<file path="src/rtl/irq_nest_pkg.sv">
package irq_nest_pkg;

  localparam logic [1:0] LVL_NONE = 2'd0;
  localparam logic [1:0] LVL_LOW  = 2'd1;
  localparam logic [1:0] LVL_HIGH = 2'd2;
  localparam logic [1:0] LVL_TOP  = 2'd3;

  // Number of set bits in mask below position idx.
  function automatic int ones_below(input logic [31:0] mask, input int idx);
    int n;
    n = 0;
    for (int i = 0; i < 32; i++) begin
      if (i < idx && mask[i]) n++;
    end
    return n;
  endfunction

  // Level of vector v given its priority bit.
  function automatic logic [1:0] vec_level(input int v, input int top_vecs, input logic pri);
    if (!pri) return LVL_LOW;
    return (v < top_vecs) ? LVL_TOP : LVL_HIGH;
  endfunction

endpackage

</file>
<file path="src/rtl/irq_src_flags.sv">
module irq_src_flags
  import irq_nest_pkg::*;
#(
  parameter int                 NUM_VEC     = 9,
  parameter logic [NUM_VEC-1:0] SHARED_MASK = 9'b110101100,
  parameter int                 NUM_SRC     = 14
) (
  input  logic               clk,
  input  logic               rst_n,
  input  logic [NUM_SRC-1:0] src_set,
  input  logic [NUM_SRC-1:0] src_clr,
  input  logic [NUM_VEC-1:0] ack_vec,
  input  logic [NUM_VEC-1:0] vec_en,
  output logic [NUM_SRC-1:0] src_flag,
  output logic [NUM_VEC-1:0] vec_req
);

  logic [NUM_SRC-1:0] flag_q;
  logic [NUM_SRC-1:0] ack_clr;

  for (genvar v = 0; v < NUM_VEC; v++) begin : g_vec
    localparam int BASE = v + ones_below(32'(SHARED_MASK), v);
    if (SHARED_MASK[v]) begin : g_pair
      assign ack_clr[BASE+1:BASE] = 2'b00;
      assign vec_req[v] = vec_en[v] & (flag_q[BASE] | flag_q[BASE+1]);


      pair_lo_keep_chk: assert property (@(posedge clk) disable iff (!rst_n)
        (flag_q[BASE] && !src_clr[BASE]) |=> flag_q[BASE]);

      pair_hi_keep_chk: assert property (@(posedge clk) disable iff (!rst_n)
        (flag_q[BASE+1] && !src_clr[BASE+1]) |=> flag_q[BASE+1]);
    end else begin : g_single
      assign ack_clr[BASE] = ack_vec[v];
      assign vec_req[v] = vec_en[v] & flag_q[BASE];


      single_clear_chk: assert property (@(posedge clk) disable iff (!rst_n)
        (ack_vec[v] && !src_set[BASE]) |=> !flag_q[BASE]);
    end
  end

  always_ff @(posedge clk) begin
    if (!rst_n) flag_q <= '0;
    else        flag_q <= (flag_q & ~src_clr & ~ack_clr) | src_set;
  end

  assign src_flag = flag_q;


  set_sticks_chk: assert property (@(posedge clk) disable iff (!rst_n)
    (|src_set) |=> ((src_flag & $past(src_set)) == $past(src_set)));

endmodule

</file>
<file path="src/rtl/irq_arbiter.sv">
module irq_arbiter
  import irq_nest_pkg::*;
#(
  parameter int NUM_VEC  = 9,
  parameter int TOP_VECS = 2,
  parameter int VEC_W    = 4
) (
  input  logic               clk,
  input  logic               rst_n,
  input  logic [NUM_VEC-1:0] vec_req,
  input  logic [NUM_VEC-1:0] vec_pri,
  input  logic [1:0]         svc_level,
  output logic               offer_valid,
  output logic [VEC_W-1:0]   offer_vec,
  output logic [1:0]         offer_level
);

  logic [1:0]       best_lvl;
  logic [1:0]       cand_lvl;
  logic [VEC_W-1:0] best_vec;

  // Scan from the top vector down; >= lets a lower number take a tie.
  always_comb begin
    best_lvl = LVL_NONE;
    best_vec = '0;
    cand_lvl = LVL_NONE;
    for (int v = NUM_VEC - 1; v >= 0; v--) begin
      cand_lvl = vec_level(v, TOP_VECS, vec_pri[v]);
      if (vec_req[v] && cand_lvl >= best_lvl) begin
        best_lvl = cand_lvl;
        best_vec = VEC_W'(v);
      end
    end
  end

  assign offer_valid = (best_lvl != LVL_NONE) && (best_lvl > svc_level);
  assign offer_vec   = offer_valid ? best_vec : '0;
  assign offer_level = offer_valid ? best_lvl : LVL_NONE;


  offer_req_chk: assert property (@(posedge clk) disable iff (!rst_n)
    offer_valid |-> vec_req[offer_vec]);

endmodule

</file>
<file path="src/rtl/irq_nest_stack.sv">
module irq_nest_stack
  import irq_nest_pkg::*;
(
  input  logic       clk,
  input  logic       rst_n,
  input  logic       push,
  input  logic [1:0] push_level,
  input  logic       pop,
  output logic [1:0] svc_level
);

  logic [2:0] act_q, act_d;
  logic [1:0] top;

  always_comb begin
    if      (act_q[2]) top = LVL_TOP;
    else if (act_q[1]) top = LVL_HIGH;
    else if (act_q[0]) top = LVL_LOW;
    else               top = LVL_NONE;
  end

  always_comb begin
    act_d = act_q;
    if (pop && top != LVL_NONE)         act_d[top - 2'd1] = 1'b0;
    if (push && push_level != LVL_NONE) act_d[push_level - 2'd1] = 1'b1;
  end

  always_ff @(posedge clk) begin
    if (!rst_n) act_q <= '0;
    else        act_q <= act_d;
  end

  assign svc_level = top;


  push_top_chk: assert property (@(posedge clk) disable iff (!rst_n)
    push |=> (svc_level == $past(push_level)));

  pop_lower_chk: assert property (@(posedge clk) disable iff (!rst_n)
    (pop && !push && svc_level != LVL_NONE) |=> (svc_level < $past(svc_level)));

  pop_empty_chk: assert property (@(posedge clk) disable iff (!rst_n)
    (pop && !push && svc_level == LVL_NONE) |=> (svc_level == LVL_NONE));

endmodule

</file>
<file path="src/rtl/irq_nest_ctrl.sv">
module irq_nest_ctrl
  import irq_nest_pkg::*;
#(
  parameter int                 NUM_VEC     = 9,
  parameter logic [NUM_VEC-1:0] SHARED_MASK = 9'b110101100,
  parameter int                 TOP_VECS    = 2,
  localparam int                NUM_SRC     = NUM_VEC + ones_below(32'(SHARED_MASK), NUM_VEC),
  localparam int                VEC_W       = $clog2(NUM_VEC)
) (
  input  logic               clk,
  input  logic               rst_n,
  input  logic [NUM_SRC-1:0] src_set,
  input  logic [NUM_SRC-1:0] src_clr,
  output logic [NUM_SRC-1:0] src_flag,
  input  logic [NUM_VEC-1:0] vec_en,
  input  logic [NUM_VEC-1:0] vec_pri,
  output logic               irq_valid,
  input  logic               irq_ready,
  output logic [VEC_W-1:0]   irq_vec,
  output logic [1:0]         irq_level,
  output logic [NUM_VEC-1:0] ack_vec,
  input  logic               reti,
  output logic [1:0]         svc_level
);

  logic [NUM_VEC-1:0] vec_req;
  logic               accept;

  assign accept  = irq_valid & irq_ready;
  assign ack_vec = accept ? (NUM_VEC'(1) << irq_vec) : '0;

  irq_src_flags #(
    .NUM_VEC    (NUM_VEC),
    .SHARED_MASK(SHARED_MASK),
    .NUM_SRC    (NUM_SRC)
  ) u_flags (
    .clk     (clk),
    .rst_n   (rst_n),
    .src_set (src_set),
    .src_clr (src_clr),
    .ack_vec (ack_vec),
    .vec_en  (vec_en),
    .src_flag(src_flag),
    .vec_req (vec_req)
  );

  irq_arbiter #(
    .NUM_VEC (NUM_VEC),
    .TOP_VECS(TOP_VECS),
    .VEC_W   (VEC_W)
  ) u_arb (
    .clk        (clk),
    .rst_n      (rst_n),
    .vec_req    (vec_req),
    .vec_pri    (vec_pri),
    .svc_level  (svc_level),
    .offer_valid(irq_valid),
    .offer_vec  (irq_vec),
    .offer_level(irq_level)
  );

  irq_nest_stack u_stack (
    .clk       (clk),
    .rst_n     (rst_n),
    .push      (accept),
    .push_level(irq_level),
    .pop       (reti),
    .svc_level (svc_level)
  );


  above_svc_chk: assert property (@(posedge clk) disable iff (!rst_n)
    irq_valid |-> (irq_level > svc_level));

  stall_hold_chk: assert property (@(posedge clk) disable iff (!rst_n)
    (irq_valid && !irq_ready && !reti) |=> (svc_level == $past(svc_level)));

  ack_shape_chk: assert property (@(posedge clk) disable iff (!rst_n)
    $onehot0(ack_vec) && ((ack_vec != '0) == (irq_valid && irq_ready)));

endmodule

</file>
<file path="config.mk">
export PLATFORM = sky130hd
export DESIGN_NAME = irq_nest_ctrl
export DESIGN_NICKNAME = d
export VERILOG_FILES = /design/src/rtl/irq_nest_pkg.sv /design/src/rtl/irq_src_flags.sv /design/src/rtl/irq_arbiter.sv /design/src/rtl/irq_nest_stack.sv /design/src/rtl/irq_nest_ctrl.sv
export SDC_FILE = /design/constraint.sdc
export NUM_CORES = 1
export LEC_CHECK = 0
export BUFFER_PORTS_ARGS = -buffer_cell sky130_fd_sc_hd__buf_4
export CORE_ASPECT_RATIO = 1.2
export CORE_MARGIN = 5
export CORE_UTILIZATION = 46
export CTS_CLUSTER_DIAMETER = 30
export CTS_CLUSTER_SIZE = 40
export DETAILED_ROUTE_END_ITERATION = 6
export PLACE_DENSITY = 0.81
export SYNTH_ARGS = -nofsm -noshare
export SYNTH_HDL_FRONTEND = slang
export SYNTH_HIERARCHICAL = 1
export SYNTH_SLANG_ARGS = --single-unit
</file>
<file path="constraint.sdc">
create_clock -name clk -period 12.1 [get_ports clk]
set_input_delay 0.605 -clock clk [delete_from_list [all_inputs] [get_ports clk]]
set_output_delay 0.605 -clock clk [all_outputs]
set_load 0.005 [all_outputs]
</file>
==> flow_summary.json <==
{
  "drc": 0,
  "final-setup-viol-count": 0,
  "ctsLongestPathBuffers": 2,
  "synth.avg_cell_area_sq_um": 8.37,
  "drt_pass1_iterations": 4,
  "top_layer_used": "met4",
  "holdPathStages": 2,
  "gp_congestion": 0.840,
  "r2r_slack_ns": 1.39,
  "synth_cells": 193,
  "finClkSkew_ns": 0.00267,
  "finalMaxSlewViolations": 0,
  "ys_ff_latch": 17,
  "ff2ff_path_depth": 55,
  "ys_warn_count": 6,
  "port_buffers": 81,
  "dr_total_vias": 1779,
  "drt_wl_total_microns": 4860,
  "fp.dieW_microns": 64.1,
  "synth_compound_area_share_pct": 32.2,
  "dieArea_sq_um": 4800,
  "cts_htree_levels": 1,
  "path_max_fanout": 7,
  "antenna_found_initial": 0,
  "grt_first_pass_wirelength_microns": 7760,
  "drive_above_1_share_pct": 42.8,
  "cp-end-kind": "primary output",
  "hp-class": "register to register",
  "design.core.area_sq_um": 3370,
  "max_slew_margin_pct": 66.4,
  "muxShareOfSynthArea_pct": 1.86,
  "post-place-cells": 313,
  "synth.distinct_cells": 51,
  "synth-xor-area-share_pct": 0,
  "hold_path_startpoint": "u_stack/act_q[0]",
  "power_density_nw_per_um2": 102,
  "antenna_cells": 0,
  "ys_seq_area_share_pct": 21.1,
  "worstMarginPinSlew_ns": 0.504,
  "synth_fa_ha_area_share_pct": 11.3,
  "rows": 23,
  "cp-start-kind": "input port",
  "multi_input_area_sq_um": 1290,
  "post-dp-hpwl_microns": 4030,
  "clk_latency_ns": 0.25,
  "max_freq_ghz": 0.0882,
  "synth-edff-count": 0,
  "cts.sinks": 17,
  "root_buffer": "clkbuf_8",
  "drt-met1-wl_microns": 1860,
  "wire_per_inst_microns": 15.1,
  "synth_flop_cell": "dfxtp_1",
  "initial_utilization_pct": 48.0,
  "viasPerCell": 5.52,
  "instances_no_fill": 322,
  "grt_pass1_vias": 1811,
  "vdd_drop_max_mv": 0.0904,
  "die_y_microns": 74.9,
  "synth_top_family_by_area": "compound AO/OA/AOI/OAI gates",
  "crit_top_cell": "ha_1",
  "synth-simple-area-share_pct": 29.6,
  "ant_nets": 0,
  "io_pins": 82,
  "syn_nets": 256,
  "drt_iter0_drc": 76,
  "cts_tree": "built",
  "reg2reg_to": "u_flags/src_flag[1]",
  "power_leakage_nw": 1.13,
  "period_needed_ns": 11.34,
  "cp_slowest_cell": "a211oi_4",
  "hold_viol_final": 0,
  "fillers": 262,
  "seq_area_sq_um": 340,
  "cpPeakStageDelay_ns": 0.43,
  "nets": 349,
  "cp_data_arrival_time_ns": 10.73,
  "min_to": "u_stack/act_q[0]",
  "worstPathRequired_ns": 11.49,
  "grt_max_degree": 19,
  "timing.rr.start": "u_flags/src_flag[13]",
  "syn-cell-area_sq_um": 1620,
  "status": "finished, final reports clean",
  "overflow": 0,
  "finalPower_mw": 0.250,
  "criticalPathCategory": "input port to primary output",
  "synth-async-reset-ratio_pct": 0,
  "wl_met2_microns": 2430,
  "clk_pin_slew_ns": 0.07,
  "met3_length_microns": 556,
  "cap_violations": 0,
  "cts_buffers": 3,
  "period_share_pct": 93.7,
  "grtUsageTotal_pct": 19.8,
  "syn2layout_area_growth_pct": 51.4
}
[where the power goes]
part | total (mW) | switching (mW) | internal [mW]
clock | 0.0420 | 0.0186 | 0.0233
combinational | 0.145 | 0.0712 | 0.0741
sequential | 0.0629 | 0.00290 | 0.0600
total | 0.250 | 0.0927 | 0.157
[sequential cells by signal, summed over array words and instances (netlist names)]
signal / count
u_flags/src_flag: 14
u_stack/act_q: 3
[per-stage QoR]
step | setup slack [ns] | area [sq um] | TNS [ns] | util [%] | hold WS [ns]
after floorplan | 0.942 | 1620 | 0 | - | 0.432
after global placement | 0.395 | 2280 | 0 | 67.7 | 0.446
after detailed placement | 0.0887 | 2280 | 0 | 67.7 | 0.451
after CTS | 0.0779 | 2330 | 0 | 69.1 | 0.468
after global routing | -0.0498 | 2440 | -0.104 | 72.6 | 0.511
final | 0.761 | 2440 | 0 | 72.6 | 0.465
[routing by layer]
layer,vias to the layer above,global-route usage [%]
met5,-,0
met4,0,4.30
met3,2,8.36
met2,66,36.4
met1,815,21.3
li1,896,-
[what timing repair did]
action,in CTS,in global routing
endpoints found under the setup margin,0,17
resized for setup,0,19
setup buffers,0,5
hold buffers,0,0
[logic make-up after synthesis]
group,count (synthesis)
and+or+nand+nor,81
AOI/OAI and AO/OA,63
DFF,17
buffers and inverters,15
adders and majority gates,15
muxes,2
[cell usage after synthesis (2+ instances only)]
| cell | n | area (sq um) |
|---|---|---|
| maj3_1 | 2 | 20.0 |
| ha_1 | 13 | 163 |
| a211oi_2 | 2 | 25.0 |
| inv_1 | 12 | 45.0 |
| a21o_1 | 2 | 15.0 |
| a21oi_1 | 5 | 25.0 |
| and2_4 | 2 | 17.5 |
| a21boi_0 | 3 | 22.5 |
| nand4b_1 | 2 | 17.5 |
| nand2_1 | 15 | 56.3 |
| dfxtp_1 | 17 | 340 |
| inv_2 | 2 | 7.51 |
| and2_1 | 9 | 56.3 |
| a211oi_1 | 2 | 15.0 |
| nand2b_1 | 7 | 43.8 |
| o2111ai_1 | 2 | 17.5 |
| a32oi_1 | 2 | 17.5 |
| nand4_1 | 2 | 12.5 |
| mux2_4 | 2 | 30.0 |
| o21a_1 | 19 | 143 |
| o211a_1 | 3 | 30.0 |
| o21ai_0 | 8 | 40.0 |
| nor4_1 | 3 | 18.8 |
| nor2b_1 | 12 | 75.1 |
| o21ai_1 | 2 | 10.0 |
| nor2_1 | 9 | 33.8 |
| nor3_1 | 6 | 30.0 |
| nor3b_1 | 4 | 30.0 |
| nand3_1 | 2 | 10.0 |
[worst max-delay path, delay by kind of cell]
family                     cells  cell delay (ns)
adders and majority gates     10             2.76
muxes                          2             0.66
and+or+nand+nor               17             2.61
buffers and inverters          6             0.56
AOI/OAI and AO/OA             19             3.54
[how the worst max path moves through the flow]
stage,start,endpoint,slack (ns),cells after the start
2_1_floorplan,vec_en[8],ack_vec[4],0.94,51
3_3_place_gp,vec_en[8],ack_vec[1],0.39,53
3_5_place_dp,vec_en[8],ack_vec[1],0.09,53
4_1_cts,vec_en[8],ack_vec[6],0.08,53
5_1_grt,u_flags/src_flag[12],ack_vec[6],-0.05,53
6_report,vec_en[8],ack_vec[6],0.76,54
[cells in the final DEF, fill, tap and decap left out, types with 3 or more instances in the layout]
master    synthesis  layout
inv_1            12      12
a21oi_1           5       5
dfxtp_1          17      17
o21ai_0           8       6
ha_1             13      13
nand2_1          15      15
nor2b_1          12      11
o21a_1           19      19
o21ai_1           2       3
nor3_1            6       6
nor2_1            9       9
buf_4             0      89
nor3b_1           4       4
nand2b_1          7       5
a21boi_0          3       3
and2_1            9       9
clkbuf_8          0       3
o211a_1           3       3
[final cells by class]
type                    count  share of cell area, %
repair buffers             89                   27.3
multi-input cells         161                   52.9
inverters                  14                   2.15
well taps                  37                   1.89
flip-flops and latches     17                   13.9
clock buffers               4                   1.84
Note: power is estimated with default switching activity, not from simulation.
